File: src/rtl/i2c_tgen_pkg.sv
package i2c_tgen_pkg;

   localparam int TGEN_PRESC_W = 4;
   localparam int TGEN_DLY_W   = 4;
   localparam int TGEN_CNT_W   = 8;

   typedef enum logic [2:0] {
      ST_IDLE      = 3'd0,
      ST_LOW_WAIT  = 3'd1,
      ST_LOW       = 3'd2,
      ST_HIGH_WAIT = 3'd3,
      ST_HIGH      = 3'd4
   } tgen_state_e;

   typedef struct packed {
      logic [TGEN_PRESC_W-1:0] presc;
      logic [3:0]              spare;
      logic [TGEN_DLY_W-1:0]   setup;
      logic [TGEN_DLY_W-1:0]   hold;
      logic [TGEN_CNT_W-1:0]   high;
      logic [TGEN_CNT_W-1:0]   low;
   } tgen_timing_t;

endpackage

File: src/rtl/tgen_line_filter.sv
module tgen_line_filter #(
   parameter int MAX_DNF     = 16,
   parameter bit FILTER_EN   = 1'b1,
   parameter int SYNC_STAGES = 2,
   parameter int DNF_W       = $clog2(MAX_DNF + 1)
) (
   input  logic             clk,
   input  logic             rst_n,
   input  logic             en,
   input  logic [DNF_W-1:0] dnf,
   input  logic             line_i,
   output logic             seen_o
);

   if (SYNC_STAGES < 2) begin : g_bad_sync
      $error("tgen_line_filter: SYNC_STAGES must be at least 2");
   end

   logic [SYNC_STAGES-1:0] sync_q;
   logic                   sync_out;

   always_ff @(posedge clk or negedge rst_n) begin
      if (!rst_n)   sync_q <= '1;
      else if (!en) sync_q <= '1;
      else          sync_q <= {sync_q[SYNC_STAGES-2:0], line_i};
   end

   assign sync_out = sync_q[SYNC_STAGES-1];

   if (FILTER_EN) begin : g_filter
      logic [DNF_W-1:0] dnf_eff;
      logic [DNF_W-1:0] cnt_q;
      logic             filt_q;

      assign dnf_eff = (dnf > DNF_W'(MAX_DNF)) ? DNF_W'(MAX_DNF) : dnf;

      always_ff @(posedge clk or negedge rst_n) begin
         if (!rst_n) begin
            filt_q <= 1'b1;
            cnt_q  <= '0;
         end else if (!en) begin
            filt_q <= 1'b1;
            cnt_q  <= '0;
         end else if (dnf_eff == '0) begin
            filt_q <= sync_out;
            cnt_q  <= '0;
         end else if (sync_out == filt_q) begin
            cnt_q  <= '0;
         end else if (cnt_q == dnf_eff - DNF_W'(1)) begin
            filt_q <= sync_out;
            cnt_q  <= '0;
         end else begin
            cnt_q  <= cnt_q + DNF_W'(1);
         end
      end

      assign seen_o = (dnf_eff == '0) ? sync_out : filt_q;

      AST_FILTER_TAKES_SYNC: assert property (@(posedge clk) disable iff (!rst_n)
         ($past(en) && filt_q != $past(filt_q)) |-> (filt_q == $past(sync_out)));
   end else begin : g_bypass
      logic unused_dnf;
      assign unused_dnf = ^dnf;
      assign seen_o     = sync_out;
   end

endmodule

File: src/rtl/tgen_quanta_timer.sv
module tgen_quanta_timer #(
   parameter int PRESC_W = 4,
   parameter int CNT_W   = 8
) (
   input  logic               clk,
   input  logic               rst_n,
   input  logic               clear,
   input  logic               run,
   input  logic [PRESC_W-1:0] presc,
   input  logic [CNT_W-1:0]   limit,
   output logic [PRESC_W-1:0] pcnt_o,
   output logic [CNT_W-1:0]   qcnt_o,
   output logic               hit_o
);

   if (PRESC_W < 1 || CNT_W < 1) begin : g_bad_width
      $error("tgen_quanta_timer: widths must be positive");
   end

   always_ff @(posedge clk or negedge rst_n) begin
      if (!rst_n) begin
         pcnt_o <= '0;
         qcnt_o <= '0;
      end else if (clear) begin
         pcnt_o <= '0;
         qcnt_o <= '0;
      end else if (run) begin
         if (pcnt_o == presc) begin
            pcnt_o <= '0;
            qcnt_o <= qcnt_o + CNT_W'(1);
         end else begin
            pcnt_o <= pcnt_o + PRESC_W'(1);
         end
      end
   end

   assign hit_o = run && (pcnt_o == presc) && (qcnt_o == limit);

endmodule

File: src/rtl/tgen_phase_ctrl.sv
module tgen_phase_ctrl
   import i2c_tgen_pkg::*;
#(
   parameter int PRESC_W = TGEN_PRESC_W,
   parameter int DLY_W   = TGEN_DLY_W,
   parameter int CNT_W   = TGEN_CNT_W
) (
   input  logic               clk,
   input  logic               rst_n,
   input  logic               en,
   input  logic               run,
   input  logic [DLY_W-1:0]   hold_dly,
   input  logic [CNT_W-1:0]   low_cnt,
   input  logic [CNT_W-1:0]   high_cnt,
   input  logic               scl_seen,
   input  logic               sda_next,
   input  logic [PRESC_W-1:0] ph_pcnt,
   input  logic [CNT_W-1:0]   ph_qcnt,
   input  logic               ph_hit,
   input  logic               su_hit,
   output logic               ph_clear,
   output logic               ph_run,
   output logic [CNT_W-1:0]   ph_limit,
   output logic               su_clear,
   output logic               su_run,
   output logic               scl_o,
   output logic               sda_o,
   output logic               sda_chg,
   output logic               su_ok
);

   tgen_state_e state_q, state_n;
   logic lo_done_q, su_done_q, hold_done_q, su_active_q;
   logic hold_fire, su_fire, lo_ok, su_met;

   assign hold_fire = (state_q == ST_LOW) && !hold_done_q &&
                      (ph_pcnt == '0) && (ph_qcnt == CNT_W'(hold_dly));
   assign su_fire   = su_active_q && su_hit && !su_done_q;
   assign lo_ok     = lo_done_q || ((state_q == ST_LOW) && ph_hit);
   assign su_met    = su_done_q || su_fire;

   always_comb begin
      state_n = state_q;
      unique case (state_q)
         ST_IDLE:      if (run)             state_n = ST_LOW_WAIT;
         ST_LOW_WAIT:  if (!scl_seen)       state_n = ST_LOW;
         ST_LOW:       if (lo_ok && su_met) state_n = ST_HIGH_WAIT;
         ST_HIGH_WAIT: if (scl_seen)        state_n = ST_HIGH;
         ST_HIGH:      if (ph_hit)          state_n = run ? ST_LOW_WAIT : ST_IDLE;
         default:                           state_n = ST_IDLE;
      endcase
   end

   assign ph_run   = (state_q == ST_LOW) || (state_q == ST_HIGH);
   assign ph_clear = !en || (state_n != state_q);
   assign ph_limit = (state_q == ST_HIGH) ? high_cnt : low_cnt;
   assign su_run   = su_active_q;
   assign su_clear = !en || hold_fire || (state_q != ST_LOW);

   always_ff @(posedge clk or negedge rst_n) begin
      if (!rst_n) begin
         state_q     <= ST_IDLE;
         scl_o       <= 1'b1;
         sda_o       <= 1'b1;
         sda_chg     <= 1'b0;
         su_ok       <= 1'b0;
         lo_done_q   <= 1'b0;
         su_done_q   <= 1'b0;
         hold_done_q <= 1'b0;
         su_active_q <= 1'b0;
      end else if (!en) begin
         state_q     <= ST_IDLE;
         scl_o       <= 1'b1;
         sda_o       <= 1'b1;
         sda_chg     <= 1'b0;
         su_ok       <= 1'b0;
         lo_done_q   <= 1'b0;
         su_done_q   <= 1'b0;
         hold_done_q <= 1'b0;
         su_active_q <= 1'b0;
      end else begin
         state_q <= state_n;
         scl_o   <= !((state_n == ST_LOW_WAIT) || (state_n == ST_LOW));
         sda_chg <= hold_fire;
         su_ok   <= su_fire;
         if (hold_fire) sda_o <= sda_next;
         if (state_n != ST_LOW) begin
            lo_done_q   <= 1'b0;
            su_done_q   <= 1'b0;
            hold_done_q <= 1'b0;
            su_active_q <= 1'b0;
         end else begin
            if ((state_q == ST_LOW) && ph_hit) lo_done_q <= 1'b1;
            if (su_fire)   su_done_q   <= 1'b1;
            if (hold_fire) hold_done_q <= 1'b1;
            if (hold_fire) su_active_q <= 1'b1;
         end
      end
   end

   AST_OFF_RELEASED: assert property (@(posedge clk) disable iff (!rst_n)
      !en |=> (scl_o && sda_o && !sda_chg && !su_ok));
   AST_CHG_ONE_CYCLE: assert property (@(posedge clk) disable iff (!rst_n)
      (en && sda_chg) |=> !sda_chg);
   AST_STRETCH_HOLD: assert property (@(posedge clk) disable iff (!rst_n)
      (en && state_q == ST_HIGH_WAIT && !scl_seen) |=> scl_o);
   AST_FALL_AFTER_HIGH_SEEN: assert property (@(posedge clk) disable iff (!rst_n)
      ($fell(scl_o) && $past(en) && $past(state_q) != ST_IDLE) |-> $past(scl_seen));
   AST_RELEASE_NEEDS_SETUP: assert property (@(posedge clk) disable iff (!rst_n)
      ($rose(scl_o) && $past(en) && $past(state_q) == ST_LOW) |-> (su_ok || $past(su_done_q)));

endmodule

File: src/rtl/i2c_scl_timing_gen.sv
module i2c_scl_timing_gen
   import i2c_tgen_pkg::*;
#(
   parameter int MAX_DNF     = 16,
   parameter bit FILTER_EN   = 1'b1,
   parameter int SYNC_STAGES = 2,
   parameter int DNF_W       = $clog2(MAX_DNF + 1)
) (
   input  logic             clk,
   input  logic             rst_n,
   input  logic             enable,
   input  logic             run,
   input  logic [31:0]      timing,
   input  logic [DNF_W-1:0] dnf,
   input  logic             scl_i,
   input  logic             sda_i,
   input  logic             sda_next,
   output logic             scl_o,
   output logic             sda_o,
   output logic             sda_chg,
   output logic             su_ok,
   output logic             scl_seen,
   output logic             sda_seen
);

   localparam int NUM_LINES = 2;

   if (MAX_DNF < 1 || MAX_DNF > 255) begin : g_bad_dnf
      $error("i2c_scl_timing_gen: MAX_DNF out of range");
   end
   if ($bits(tgen_timing_t) != 32) begin : g_bad_word
      $error("i2c_scl_timing_gen: timing word layout must be 32 bits");
   end

   tgen_timing_t tw;
   assign tw = tgen_timing_t'(timing);

   logic unused_spare;
   assign unused_spare = ^tw.spare;

   logic [NUM_LINES-1:0] line_in, line_seen;
   assign line_in  = {sda_i, scl_i};
   assign scl_seen = line_seen[0];
   assign sda_seen = line_seen[1];

   for (genvar li = 0; li < NUM_LINES; li++) begin : g_line
      tgen_line_filter #(
         .MAX_DNF    (MAX_DNF),
         .FILTER_EN  (FILTER_EN),
         .SYNC_STAGES(SYNC_STAGES),
         .DNF_W      (DNF_W)
      ) u_filt (
         .clk   (clk),
         .rst_n (rst_n),
         .en    (enable),
         .dnf   (dnf),
         .line_i(line_in[li]),
         .seen_o(line_seen[li])
      );
   end

   logic                    ph_clear, ph_run, ph_hit;
   logic [TGEN_CNT_W-1:0]   ph_limit, ph_qcnt;
   logic [TGEN_PRESC_W-1:0] ph_pcnt;
   logic                    su_clear, su_run, su_hit;
   logic [TGEN_PRESC_W-1:0] unused_su_pcnt;
   logic [TGEN_CNT_W-1:0]   unused_su_qcnt;

   tgen_quanta_timer #(.PRESC_W(TGEN_PRESC_W), .CNT_W(TGEN_CNT_W)) u_phase_tmr (
      .clk   (clk),
      .rst_n (rst_n),
      .clear (ph_clear),
      .run   (ph_run),
      .presc (tw.presc),
      .limit (ph_limit),
      .pcnt_o(ph_pcnt),
      .qcnt_o(ph_qcnt),
      .hit_o (ph_hit)
   );

   tgen_quanta_timer #(.PRESC_W(TGEN_PRESC_W), .CNT_W(TGEN_CNT_W)) u_setup_tmr (
      .clk   (clk),
      .rst_n (rst_n),
      .clear (su_clear),
      .run   (su_run),
      .presc (tw.presc),
      .limit (TGEN_CNT_W'(tw.setup)),
      .pcnt_o(unused_su_pcnt),
      .qcnt_o(unused_su_qcnt),
      .hit_o (su_hit)
   );

   tgen_phase_ctrl #(
      .PRESC_W(TGEN_PRESC_W),
      .DLY_W  (TGEN_DLY_W),
      .CNT_W  (TGEN_CNT_W)
   ) u_ctrl (
      .clk     (clk),
      .rst_n   (rst_n),
      .en      (enable),
      .run     (run),
      .hold_dly(tw.hold),
      .low_cnt (tw.low),
      .high_cnt(tw.high),
      .scl_seen(scl_seen),
      .sda_next(sda_next),
      .ph_pcnt (ph_pcnt),
      .ph_qcnt (ph_qcnt),
      .ph_hit  (ph_hit),
      .su_hit  (su_hit),
      .ph_clear(ph_clear),
      .ph_run  (ph_run),
      .ph_limit(ph_limit),
      .su_clear(su_clear),
      .su_run  (su_run),
      .scl_o   (scl_o),
      .sda_o   (sda_o),
      .sda_chg (sda_chg),
      .su_ok   (su_ok)
   );

endmodule

File: config.mk
export PLATFORM = sky130hd
export DESIGN_NAME = i2c_scl_timing_gen
export DESIGN_NICKNAME = d
export VERILOG_FILES = /design/src/rtl/i2c_tgen_pkg.sv /design/src/rtl/tgen_line_filter.sv /design/src/rtl/tgen_quanta_timer.sv /design/src/rtl/tgen_phase_ctrl.sv /design/src/rtl/i2c_scl_timing_gen.sv
export SDC_FILE = /design/constraint.sdc
export NUM_CORES = 1
export LEC_CHECK = 0
export ABC_CLOCK_PERIOD_IN_PS = 5200
export BUFFER_PORTS_ARGS = -buffer_cell sky130_fd_sc_hd__buf_2
export CORE_MARGIN = 2
export CORE_UTILIZATION = 50
export CTS_CLUSTER_SIZE = 12
export DETAILED_ROUTE_END_ITERATION = 12
export GPL_TIMING_DRIVEN = 1
export MAX_ROUTING_LAYER = met4
export PLACE_DENSITY = 0.72
export SLEW_MARGIN = 10
export SYNTH_ARGS = -nofsm -noshare
export SYNTH_HDL_FRONTEND = slang
export SYNTH_SLANG_ARGS = --single-unit
File: constraint.sdc
create_clock -name clk -period 5.2 [get_ports clk]
set_clock_uncertainty 0.15 [all_clocks]
set_input_delay 1.04 -clock clk [delete_from_list [all_inputs] [get_ports clk]]
set_output_delay 1.04 -clock clk [all_outputs]
set_load 0.02 [all_outputs]
; Word-level counts from Yosys, hierarchy flattened
; Cells that the tools add are included.
[word_totals]
ff_bits = 50
input_bits = 44
output_inout_bits = 6
word_cells = 141
[op_classes]
addsub = 7
order_cmp = 1
eq_ne = 26
mux = 56
reduce_logical = 33
[op_table]
columns = op, n
row1 = two-way mux 8 bit, 7
row2 = two-way mux 5 bit, 9
row3 = two-way mux 1 bit, 25
row4 = two-way mux 4 bit, 6
row5 = two-way mux 3 bit, 6
row6 = "adder 8 x 1 -> 8 bit, second input constant", 2
row7 = == test 8 x 4 -> 1 bit, 2
row8 = "inequality test 3 x 1 -> 1 bit, second input constant", 5
row9 = one-hot mux 3 bit (5 select lines), 1
row10 = logical AND 1 bit, 11
row11 = "adder 5 x 1 -> 5 bit, second input constant", 2
row12 = == test 5 bit, 2
row13 = "== test 3 x 2 -> 1 bit, second input constant", 3
row14 = "inequality test 3 x 2 -> 1 bit, second input constant", 3
row15 = "adder 4 x 1 -> 4 bit, second input constant", 2
row16 = == test 4 bit, 2
row17 = == test 8 bit, 1
row18 = AND reduction 2 bit, 4
row19 = nonzero test 2 bit, 4
row20 = logical OR 1 bit, 7
row21 = "== test 3 x 1 -> 1 bit, second input constant", 2
row22 = "> comparator 5 bit, second input constant", 1
row23 = zero test 5 bit, 1
row24 = "subtractor 5 x 1 -> 5 bit, second input constant", 1
row25 = 9 further kinds, 14

; Longest topological paths before layout
; Gate-level depths: netlist of the first run.
[depth]
depth_word = 13
ltp_mapped = 11
mapped_depth_nobuf = 10

; By module
; Synthesis of the first run repeated with hierarchy kept, for this count alone.
[unflattened]
hier_cells = 333
hier_area_um2 = 3304.4
[by_module_without_submodules]
columns = module, instances, cells_per_inst, area_each_um2, seq_area_each_um2
row1 = tgen_quanta_timer, 2, 82, 775.7, 300.3
row2 = tgen_line_filter, 2, 47, 506.7, 203.9
row3 = tgen_phase_ctrl, 1, 74, 735.7, 252.7
row4 = i2c_scl_timing_gen, 1, 1, 3.8, 0.0

; Worst setup path after synthesis of the first run
; No wires, ideal clock.
[synth_path]
path_type = input port to output port
from = input dnf[0]
to = output scl_seen
arrival_ps = 2525
required_time_ps = 4010
path_slack_ps = 1485
path_stages = 6
path_buffers = 0
path_cell_list = nor2b_1 inv_1 ha_1 nor4b_1 mux2i_1 inv_1
[synth_via]
elab_chain_len = 4
[synth_lines]
columns = element, line_no
row1 = from (decl), i2c_scl_timing_gen.sv:14  ; input logic [DNF_W-1:0] dnf,
row2 = > comparator 5 bit, tgen_line_filter.sv:35  ; assign dnf_eff = (dnf > DNF_W'(MAX_DNF)) ? DNF_W'(MAX_DNF) : dnf;
row3 = two-way mux 5 bit *, tgen_line_filter.sv:35
row4 = zero test 5 bit *, tgen_line_filter.sv:57  ; assign seen_o = (dnf_eff == '0) ? sync_out : filt_q;
row5 = two-way mux 1 bit *, tgen_line_filter.sv:57
row6 = to (decl), i2c_scl_timing_gen.sv:22  ; output logic scl_seen,
; Mark *: on every way between the ends. The rest lies on a longest branch, timed or not.

; Worst setup path after layout of the first run
[layout_path]
from = input dnf[4]
to = output scl_seen
; Same word-level chain as after synthesis.

==> impl_metrics.yaml, run 1 <==
status:
  status: "finished clean"
floorplanning:
  die_w_um: 84.1
  die_area_mm2: 0.00708
  chipHeight_um: 84.1
  rows: 29
  initial_core_util_pct: 51.2
  core_mm2: 0.00628
  ioPinCount: 50
sta:
  tightest_slew_ps: 716
  post-route-min-period_ps: 3930
  finalCritPeriodShare_pct: 75.7
  setup_tns_ps: 0
  setup_viol_count_final: 0
  maxSlewViolCount: 0
  maxSlewHeadroom_pct: 52.2
  hold_viol_final: 0
  rsz0062_at_grt: "no"
  clock.fmax_ghz: 0.254
clock_network:
  cts_max_path_buffers: 2
  cts_hold_buf: 0
  cts-buffers-inserted: 5
  htree_levels: 2
  cts.clk_slew.worst_paths_ps: 110
  clock_latency_ps: 310
  cts_tree: "done"
  clock-root-buffer: "clkbuf_8"
  cts_resized: 0
  cts_sinks: 50
  cts_setup_buffers: 0
power:
  clkPwrFrac_pct: 33.1
  p_switching_w: 0.000207
  power_density_mw_per_mm2: 207
  swShare_pct: 27.9
  power_leakage_nw: 1.55
  p_comb_share_pct: 12.9
  p_int_w: 0.000535
  peakVddDrop_v: 0.000122
  seqPwrFrac_pct: 54.0
yosys:
  syn_area_mm2: 0.00321
  synthCells: 350
  yosys.area.top_type: "dfrtp_1"
  synth_fa_ha_area_share_pct: 3.12
  synth-compound-area-share_pct: 10.4
  synth_top_area_share_pct: 32.7
  synth_edf_count: 0
  synth_top_family_by_area: "simple AND/OR/NAND/NOR gates"
  synthFlopType: "dfrtp_1"
  yosysSeqAreaShare_pct: 39.3
  yosys_warnings: 0
  synth-xor-area-share_pct: 15.5
  yosys.area_share.simple_pct: 25.0
  synth_area_leaders: "dfrtp_1 33%, xnor2_1 9.0%, dfstp_2 6.5%, xor2_1 6.5%, nand2_1 4.3%"
  yosys-mux-area-fraction_pct: 3.54
  async_reset_ff_share_pct: 100
  yosysUniqueCellTypes: 44
  syn_nets: 402
  avgSynthCellArea_um2: 9.18
  synth-seq-cells: 50
layout:
  final_common_cell: "buf_2"
  final_nets: 444
  drive_above_1_share_pct: 18.8
  syn2layout_area_growth_pct: 11.9
  multi_input_area_mm2: 0.00185
  seq_area_mm2: 0.00126
  final_cell_mix: "45 x buf_2, 42 x dfrtp_1, 37 x nand2_1"
  num-fill-cells: 584
  final_cell_area_mm2: 0.00359
  antenna-diode-count: 0
grt:
  grt_usage_pct: 19.6
  grt_pass1_wl_um: 11300
  antenna_found_initial: 0
  grt_max_degree: 51
  grt_pass1_vias: 2523
  overflow: 0
routing:
  drc: 0
  drt-initial-drc-count: 197
  dr.pass1.iters: 4
  routed_wl_um: 6560
  viasPerCell: 5.54
  dr_total_vias: 2604
  wl_per_cell_um: 13.9
  antenna_left: 0
critical_path:
  end_kind: "output port"
  rr_worst_depth: 7
  cp.required_ps: 4010
  worstPathArrival_ps: 2740
  reg2reg_to: "u_ctrl.scl_o$_DFF_PN1_"
  cp_max_fo: 6
  rr_startpoint: "u_setup_tmr.pcnt_o[2]$_DFFE_PN0P_"
  rrSetupSlack_ps: 2150
  worstSetupPathType: "primary input to output port"
  cp-start-kind: "primary input"
placement:
  hpwl_um: 4900
  gp_congestion: 0.874
  postPlaceCellArea_mm2: 0.00350
  portBuffers: 45
hold_path:
  holdPathEnd: "g_line[0].u_filt.sync_q[1]$_DFF_PN1_"
  min_path_type: "flip-flop to flip-flop"
  hold_depth: 1
  holdCritStartpoint: "g_line[0].u_filt.sync_q[0]$_DFF_PN1_"
run:
  cap_violations: 0
==> final cells by class <==
class | count | share of cell area, %
tap | 77 | 2.68
clock buffer | 5 | 1.92
sequential | 50 | 35.1
timing repair buffer | 49 | 7.10
multi-input combinational | 277 | 51.5
clock inverter | 3 | 0.801
inverter | 9 | 0.940
==> power by group through the flow <==
stage	registers [W]	clock network (W)	logic [W]
CTS	0.000401	0.000255	0.0000970
floorplan	0.000407	0	0.0000589
finish	0.000401	0.000246	0.0000954
detailed placement	0.000408	0	0.0000967
global placement	0.000408	0	0.0000947
global route	0.000402	0.000269	0.000108
==> stage by stage <==
stage               total power [W]  hold slack [ps]  instances  setup WS, ps  utilization [%]
global placement           0.000503              302        462          1300             55.7
global route               0.000779              344        470          1100             57.2
detailed placement         0.000505              311        462          1270             55.7
CTS                        0.000753              325        470          1260             57.2
finish                     0.000742              335        470          1270             57.2
floorplan                  0.000466              275        350          1490                -
==> kinds of logic (layout without fill, tap and decap cells) <==
kind of cell	after synthesis	count (layout)
AOI/OAI and AO/OA	50	50
xor gates and xnor gates	57	57
adders and majority gates	8	8
buffers and inverters	23	66
DFF	50	50
muxes	11	11
and+or+nand+nor	151	151
==> critical path, cell delays in order <==
cell and delay (ps):
buf_2 130, nor2b_1 270, inv_1 80, ha_1 240
nor4b_1 150, buf_4 150, mux2i_1 350, inv_1 150
buf_2 190
==> sequential cells by signal, indices dropped and copies added (netlist names) <==
signal,cells
u_ctrl.lo_done_q,1
u_ctrl.su_done_q,1
u_ctrl.su_ok,1
u_phase_tmr.pcnt_o,4
u_setup_tmr.qcnt_o,8
u_ctrl.scl_o,1
u_setup_tmr.pcnt_o,4
g_line.u_filt.sync_q,4
u_ctrl.sda_chg,1
g_line.u_filt.g_filter.cnt_q,10
u_phase_tmr.qcnt_o,8
u_ctrl.hold_done_q,1
u_ctrl.sda_o,1
g_line.u_filt.g_filter.filt_q,2
u_ctrl.state_q,3
==> Yosys cell counts, types with 2 or more instances <==
| master | count |
|---|---|
| a41oi_1 | 2 |
| o21ai_0 | 10 |
| nand2_1 | 37 |
| nand3_1 | 13 |
| xor2_1 | 24 |
| a311oi_1 | 2 |
| ha_1 | 8 |
| dfrtp_1 | 42 |
| and3_1 | 7 |
| a31oi_1 | 2 |
| inv_1 | 9 |
| and2_1 | 2 |
| buf_2 | 5 |
| xnor2_1 | 33 |
| nor4_1 | 7 |
| nand4_1 | 9 |
| nor2b_1 | 6 |
| mux2_2 | 3 |
| mux2i_1 | 8 |
| o31a_1 | 2 |
| nor3_1 | 5 |
| nand2b_1 | 20 |
| o31ai_1 | 2 |
| clkbuf_1 | 7 |
| and4_1 | 3 |
| nor3b_1 | 7 |
| nor4b_1 | 2 |
| dfstp_2 | 8 |
| nor2_1 | 28 |
| a21oi_1 | 23 |
==> metal layers <==
layer | global-route usage [%] | part of all wire (%)
met5 | - | 0
met4 | 4.84 | 1.1
met3 | 2.75 | 3.8
met2 | 32.2 | 48
met1 | 25.9 | 47
==> how the worst max path moves through the flow <==
stage          startpoint       end  cells past startpoint
2_1_floorplan      dnf[0]  scl_seen                      6
3_3_place_gp       dnf[4]  scl_seen                      9
3_5_place_dp       dnf[4]  scl_seen                      9
4_1_cts            dnf[4]  scl_seen                      9
5_1_grt            dnf[4]  scl_seen                      9
6_report           dnf[4]  scl_seen                      9
(Power assumes the default switching activity.)
==> inputs of run 2 (changes only) <==
Settings changed: ABC_AREA from default to 1, ABC_CLOCK_PERIOD_IN_PS 5200 to 3760, PLACE_DENSITY 0.72 to 0.71.
Clock period 5.2 ns to 3.76 ns, I/O delays scaled along.
==> run 2 against run 1 <==
Synthesized cell count is 27% higher. Cell area is 4.2% higher. Total power is 59% higher. Register-to-register slack worse by 1300 ps. Global-route usage is 1.5 points higher. Die area is 3.7% higher. Sequential power is 41% higher. Flip-flop and latch count stayed put. Critical endpoint unchanged. Largest cell class unchanged.
==> impl_metrics.yaml, run 2 <==
clock_network:
  clock-root-buffer: "clkbuf_8"
  cts_sinks: 50
  cts_tree: "done"
  cts.clk_slew.worst_paths_ps: 100
  htree_levels: 2
  cts_resized: 0
  cts_hold_buf: 0
  cts-buffers-inserted: 5
  cts_max_path_buffers: 2
  clock_latency_ps: 310
  cts_setup_buffers: 0
floorplanning:
  die_w_um: 85.7
  initial_core_util_pct: 52.3
  rows: 29
  core_mm2: 0.00639
  chipHeight_um: 85.7
  die_area_mm2: 0.00734
  ioPinCount: 50
critical_path:
  cp-start-kind: "primary input"
  cp.required_ps: 2860
  worstSetupPathType: "primary input to output port"
  worstPathArrival_ps: 2190
  end_kind: "output port"
  cp_max_fo: 5
sta:
  tightest_slew_ps: 716
  maxSlewHeadroom_pct: 52.1
  post-route-min-period_ps: 3090
  rsz0062_at_grt: "no"
  setup_tns_ps: 0
  setup_viol_count_final: 0
  maxSlewViolCount: 0
  setup_ws_ps: 667
  clock.fmax_ghz: 0.323
  hold_viol_final: 0
  finalCritPeriodShare_pct: 82.3
yosys:
  yosysUniqueCellTypes: 38
  syn_area_mm2: 0.00334
  yosys.area.top_type: "dfrtp_1"
  yosysMostFrequentCell: "nand2_1"
  yosys_warnings: 0
  avgSynthCellArea_um2: 7.53
  synthFlopType: "dfrtp_1"
  synth-seq-cells: 50
  synth_area_leaders: "dfrtp_1 31%, nand2_1 10%, inv_1 7.5%, nand3_1 6.7%, dfstp_2 6.3%"
  syn_nets: 495
  synth_top_area_share_pct: 31.5
  async_reset_ff_share_pct: 100
  synth_edf_count: 0
  yosysSeqAreaShare_pct: 37.8
  synthCells: 443
  yosys-top-cells-count: "92 x nand2_1, 67 x inv_1, 45 x nand3_1"
layout:
  num-fill-cells: 566
  final_cell_mix: "92 x nand2_1, 67 x inv_1, 45 x nand3_1, 45 x buf_2, 42 x dfrtp_1"
  syn2layout_area_growth_pct: 12.3
  drive_above_1_share_pct: 20.3
  antenna-diode-count: 0
  largestRegisters: "g_line.u_filt.g_filter.cnt_q: 10 flops, u_phase_tmr.qcnt_o: 8 flops, u_setup_tmr.qcnt_o: 8 flops"
  largest_reg_flops: 10
  final_common_cell: "nand2_1"
  top_register: "g_line.u_filt.g_filter.cnt_q"
  final_nets: 543
grt:
  grt_max_degree: 49
  grt_pass1_vias: 2831
  antenna_found_initial: 0
  grt_usage_pct: 21.1
  overflow: 0
  grt_pass1_wl_um: 12200
routing:
  dr.pass1.iters: 4
  viasPerCell: 5.05
  routed_wl_um: 6840
  drt-initial-drc-count: 98
  drc: 0
  wl_per_cell_um: 12.0
  antenna_left: 0
  dr_total_vias: 2872
placement:
  dp_slack_ps: 493
  gp_congestion: 0.913
  portBuffers: 45
  hpwl_um: 5210
run:
  cap_violations: 0
status:
  status: "finished clean"
hold_path:
  min_path_type: "primary input to async pin"
power:
  peakVddDrop_v: 0.000205
  power_density_mw_per_mm2: 315
  power_leakage_nw: 1.87
[run 2: layer usage]
| layer | track usage (%) | share of wire, % |
|---|---|---|
| met1 | 26.3 | 46 |
| met2 | 34.6 | 49 |
| met3 | 3.75 | 3.3 |
| met4 | 7.94 | 1.4 |
| met5 | - | 0 |
[run 2: worst paths after layout]
kind / end / startpoint / depth (start not counted) / slack (ps)
setup / recovery: scl_seen / dnf[0] / 13 / 670
hold / removal: u_setup_tmr.qcnt_o[1]$_DFFE_PN0P_ / rst_n / 1 / 280
setup reg to reg: u_setup_tmr.qcnt_o[4]$_DFFE_PN0P_ / u_ctrl.state_q[2]$_DFF_PN0_ / 13 / 870
hold reg to reg: u_ctrl.su_ok$_DFF_PN0_ / u_ctrl.su_done_q$_DFFE_PN0P_ / 1 / 290
max in group asynchronous: g_line[0].u_filt.g_filter.filt_q$_DFFE_PN1P_ / rst_n / 3 / 2420
min in group clk: u_ctrl.su_ok$_DFF_PN0_ / u_ctrl.su_done_q$_DFFE_PN0P_ / 1 / 290
[run 2: final cells by class]
cell class / count / area, um2 / area share (%)
clock buffers: 5 / 68.8 / 1.84
clock inverters: 3 / 48.8 / 1.30
inverters: 70 / 263 / 7.01
multi-input cells: 317 / 1760 / 46.9
flip-flops and latches: 50 / 1260 / 33.7
well taps: 77 / 96.3 / 2.57
repair buffers: 47 / 253 / 6.75
[run 2: kinds of logic after synthesis]
| group | share of synthesized area, % |
|---|---|
| xor+xnor | 8.92 |
| flops | 37.8 |
| simple gates | 34.7 |
| compound gates | 6.00 |
| fa+ha+maj | 3.00 |
| buf+inv | 9.60 |
[run 2: report_power, final]
group          leakage, nW  internal [W]  switching [W]
registers            0.669      0.000554      0.0000134
clock network       0.0563      0.000203       0.000194
logic                 1.15     0.0000760       0.000141
total                 1.87      0.000832       0.000349
[run 2: worst max-delay path, cell delays in order]
cell and delay (ps):
buf_2 110, nor2_1 130, nand2_1 90, nand2_1 100, nand2_1 120, ha_1 260, nand2_1 70, inv_1 50
nand2_1 120, nand2_1 60, nand2_1 80, inv_1 80, buf_2 170
[run 2: through the flow]
| stage | total power (W) | instances | hold WS (ps) | utilization (%) | cell area, um2 |
|---|---|---|---|---|---|
| finish | 0.00118 | 569 | 276 | 58.7 | 3750 |
| global route | 0.00125 | 569 | 303 | 58.7 | 3750 |
| CTS | 0.00119 | 568 | 289 | 58.3 | 3730 |
| detailed placement | 0.000792 | 560 | 274 | 56.5 | 3610 |
| global placement | 0.000788 | 560 | 266 | 56.5 | 3610 |
| floorplan | 0.000731 | 443 | 258 | - | 3340 |
==> inputs of run 3 (changes only) <==
Settings changed: ABC_AREA 1 to 0, ABC_CLOCK_PERIOD_IN_PS 3760 to 3100, PLACE_DENSITY 0.71 to 0.72.
Clock period 3.76 ns to 3.1 ns, I/O delays scaled along.
==> run 3 against run 2 <==
Via count down 9.3%. Cell area decreased by 1.7%. First-iteration DRC count rose by 28%. Sequential share of layout area increased by 0.58 points. Global-route usage down 0.33 points. Total power up 6.6%. Highest routed layer unchanged. Clock power rose by 5.0%. Wire length rose by 0.12%. Worst hold slack got worse by 210 ps. Critical path depth shrank 4. Count of clock-buffer cells in the layout stayed put.
==> impl_metrics.yaml, run 3 (synthesized netlist as in run 1, its figures left out) <==
status:
  status: "finished clean"
routing:
  routed_wl_um: 6850
  antenna_left: 0
  wl_per_cell_um: 14.2
  drc: 0
  dr_total_vias: 2605
  viasPerCell: 5.42
  dr.pass1.iters: 4
  drt-initial-drc-count: 125
power:
  power_w: 0.00126
  peakVddDrop_v: 0.000215
  power_leakage_nw: 1.61
  power_density_mw_per_mm2: 342
layout:
  final_common_cell: "buf_2"
  final_nets: 455
  final_cell_mix: "45 x buf_2, 42 x dfrtp_1, 37 x nand2_1"
  antenna-diode-count: 0
  syn2layout_area_growth_pct: 14.6
  largestRegisters: "g_line.u_filt.g_filter.cnt_q: 10 flops, u_phase_tmr.qcnt_o: 8 flops, u_setup_tmr.qcnt_o: 8 flops"
  drive_above_1_share_pct: 21.3
  largest_reg_flops: 10
  num-fill-cells: 574
  top_register: "g_line.u_filt.g_filter.cnt_q"
clock_network:
  cts_tree: "done"
  cts_max_path_buffers: 2
  htree_levels: 2
  clock_latency_ps: 310
  cts-buffers-inserted: 5
  clock-root-buffer: "clkbuf_8"
  cts_hold_buf: 0
  cts_resized: 0
  cts_sinks: 50
  cts.clk_slew.worst_paths_ps: 110
  cts_setup_buffers: 0
sta:
  hold_viol_final: 0
  maxSlewViolCount: 0
  setup_ws_ps: 215
  finalCritPeriodShare_pct: 93.1
  maxSlewHeadroom_pct: 62.7
  clock.fmax_ghz: 0.347
  rsz0062_at_grt: "no"
  setup_viol_count_final: 0
  post-route-min-period_ps: 2890
  setup_tns_ps: 0
  tightest_slew_ps: 557
floorplanning:
  chipHeight_um: 84.1
  core_mm2: 0.00628
  rows: 29
  initial_core_util_pct: 51.2
  ioPinCount: 50
  die_area_mm2: 0.00708
  die_w_um: 84.1
grt:
  grt_max_degree: 20
  antenna_found_initial: 0
  overflow: 0
  grt_pass1_wl_um: 11700
  grt_pass1_vias: 2565
  grt_usage_pct: 20.8
hold_path:
  min_path_type: "primary input to async pin"
critical_path:
  cp_max_fo: 3
  worstSetupPathType: "primary input to output port"
  worstPathArrival_ps: 2120
  end_kind: "output port"
  cp-start-kind: "primary input"
  cp.required_ps: 2330
placement:
  portBuffers: 45
  dp_slack_ps: 114
  hpwl_um: 5170
  gp_congestion: 0.862
run:
  cap_violations: 0
-- run 3: cell count changes in the layout (fill, tap and decap cells not counted), moves of 8 or more --
cell	before	now
nand2b_1	0	20
a21oi_1	8	23
nand2_2	9	0
mux2i_1	0	8
inv_1	67	9
nor2_2	8	0
nand3_1	45	13
xnor2_1	14	33
buf_4	1	15
nor2_1	41	28
nand2_1	92	37
-- run 3: worst paths after layout --
check / startpoint / endpoint / slack, ps / cells past startpoint
hold reg to reg: u_ctrl.su_done_q$_DFFE_PN0P_ / u_ctrl.su_ok$_DFF_PN0_ / 320 / 1
max in group asynchronous: rst_n / g_line[0].u_filt.sync_q[0]$_DFF_PN1_ / 2080 / 2
hold / removal: rst_n / g_line[1].u_filt.g_filter.cnt_q[4]$_DFF_PN0_ / 60 / 1
min in group clk: u_ctrl.su_done_q$_DFFE_PN0P_ / u_ctrl.su_ok$_DFF_PN0_ / 320 / 1
setup / recovery: dnf[0] / scl_seen / 210 / 9
setup reg to reg: u_ctrl.state_q[0]$_DFF_PN0_ / u_ctrl.scl_o$_DFF_PN1_ / 230 / 7
-- run 3: stage by stage --
stage                     util, %  std cells  hold WS [ps]  area, um2
after detailed placement     57.1        473           305       3580
after global placement       57.1        473           299       3580
after global routing         58.7        481          83.0       3680
after CTS                    58.7        481          66.1       3680
final                        58.7        481          60.9       3680
after floorplan                 -        350           174       3220
-- run 3: cell type report --
| class | instances | area [um2] | share of cell area, % |
|---|---|---|---|
| Multi-Input combinational cell | 277 | 1860 | 50.4 |
| Clock buffer | 5 | 68.8 | 1.87 |
| Clock inverter | 3 | 28.8 | 0.782 |
| Inverter | 9 | 33.8 | 0.917 |
| Timing Repair Buffer | 60 | 338 | 9.17 |
| Sequential cell | 50 | 1260 | 34.3 |
| Tap cell | 77 | 96.3 | 2.62 |
-- run 3: critical path, cell delays in order --
cell	delay [ps]
buf_2	100
nor2b_1	130
inv_1	50
ha_1	200
nor4b_2	310
mux2i_1	300
buf_4	160
inv_1	60
buf_2	160
-- run 3: power breakdown --
part / switching, W / internal (W)
logic: 0.0000990 / 0.0000714
registers: 0.00000848 / 0.000664
clock network: 0.000248 / 0.000169
total: 0.000355 / 0.000904
-- run 3: per-layer routing --
metal,track usage [%],wire length (um)
met5,-,0
met4,6.16,95
met3,3.24,223
met2,33.0,3350
met1,27.8,3180
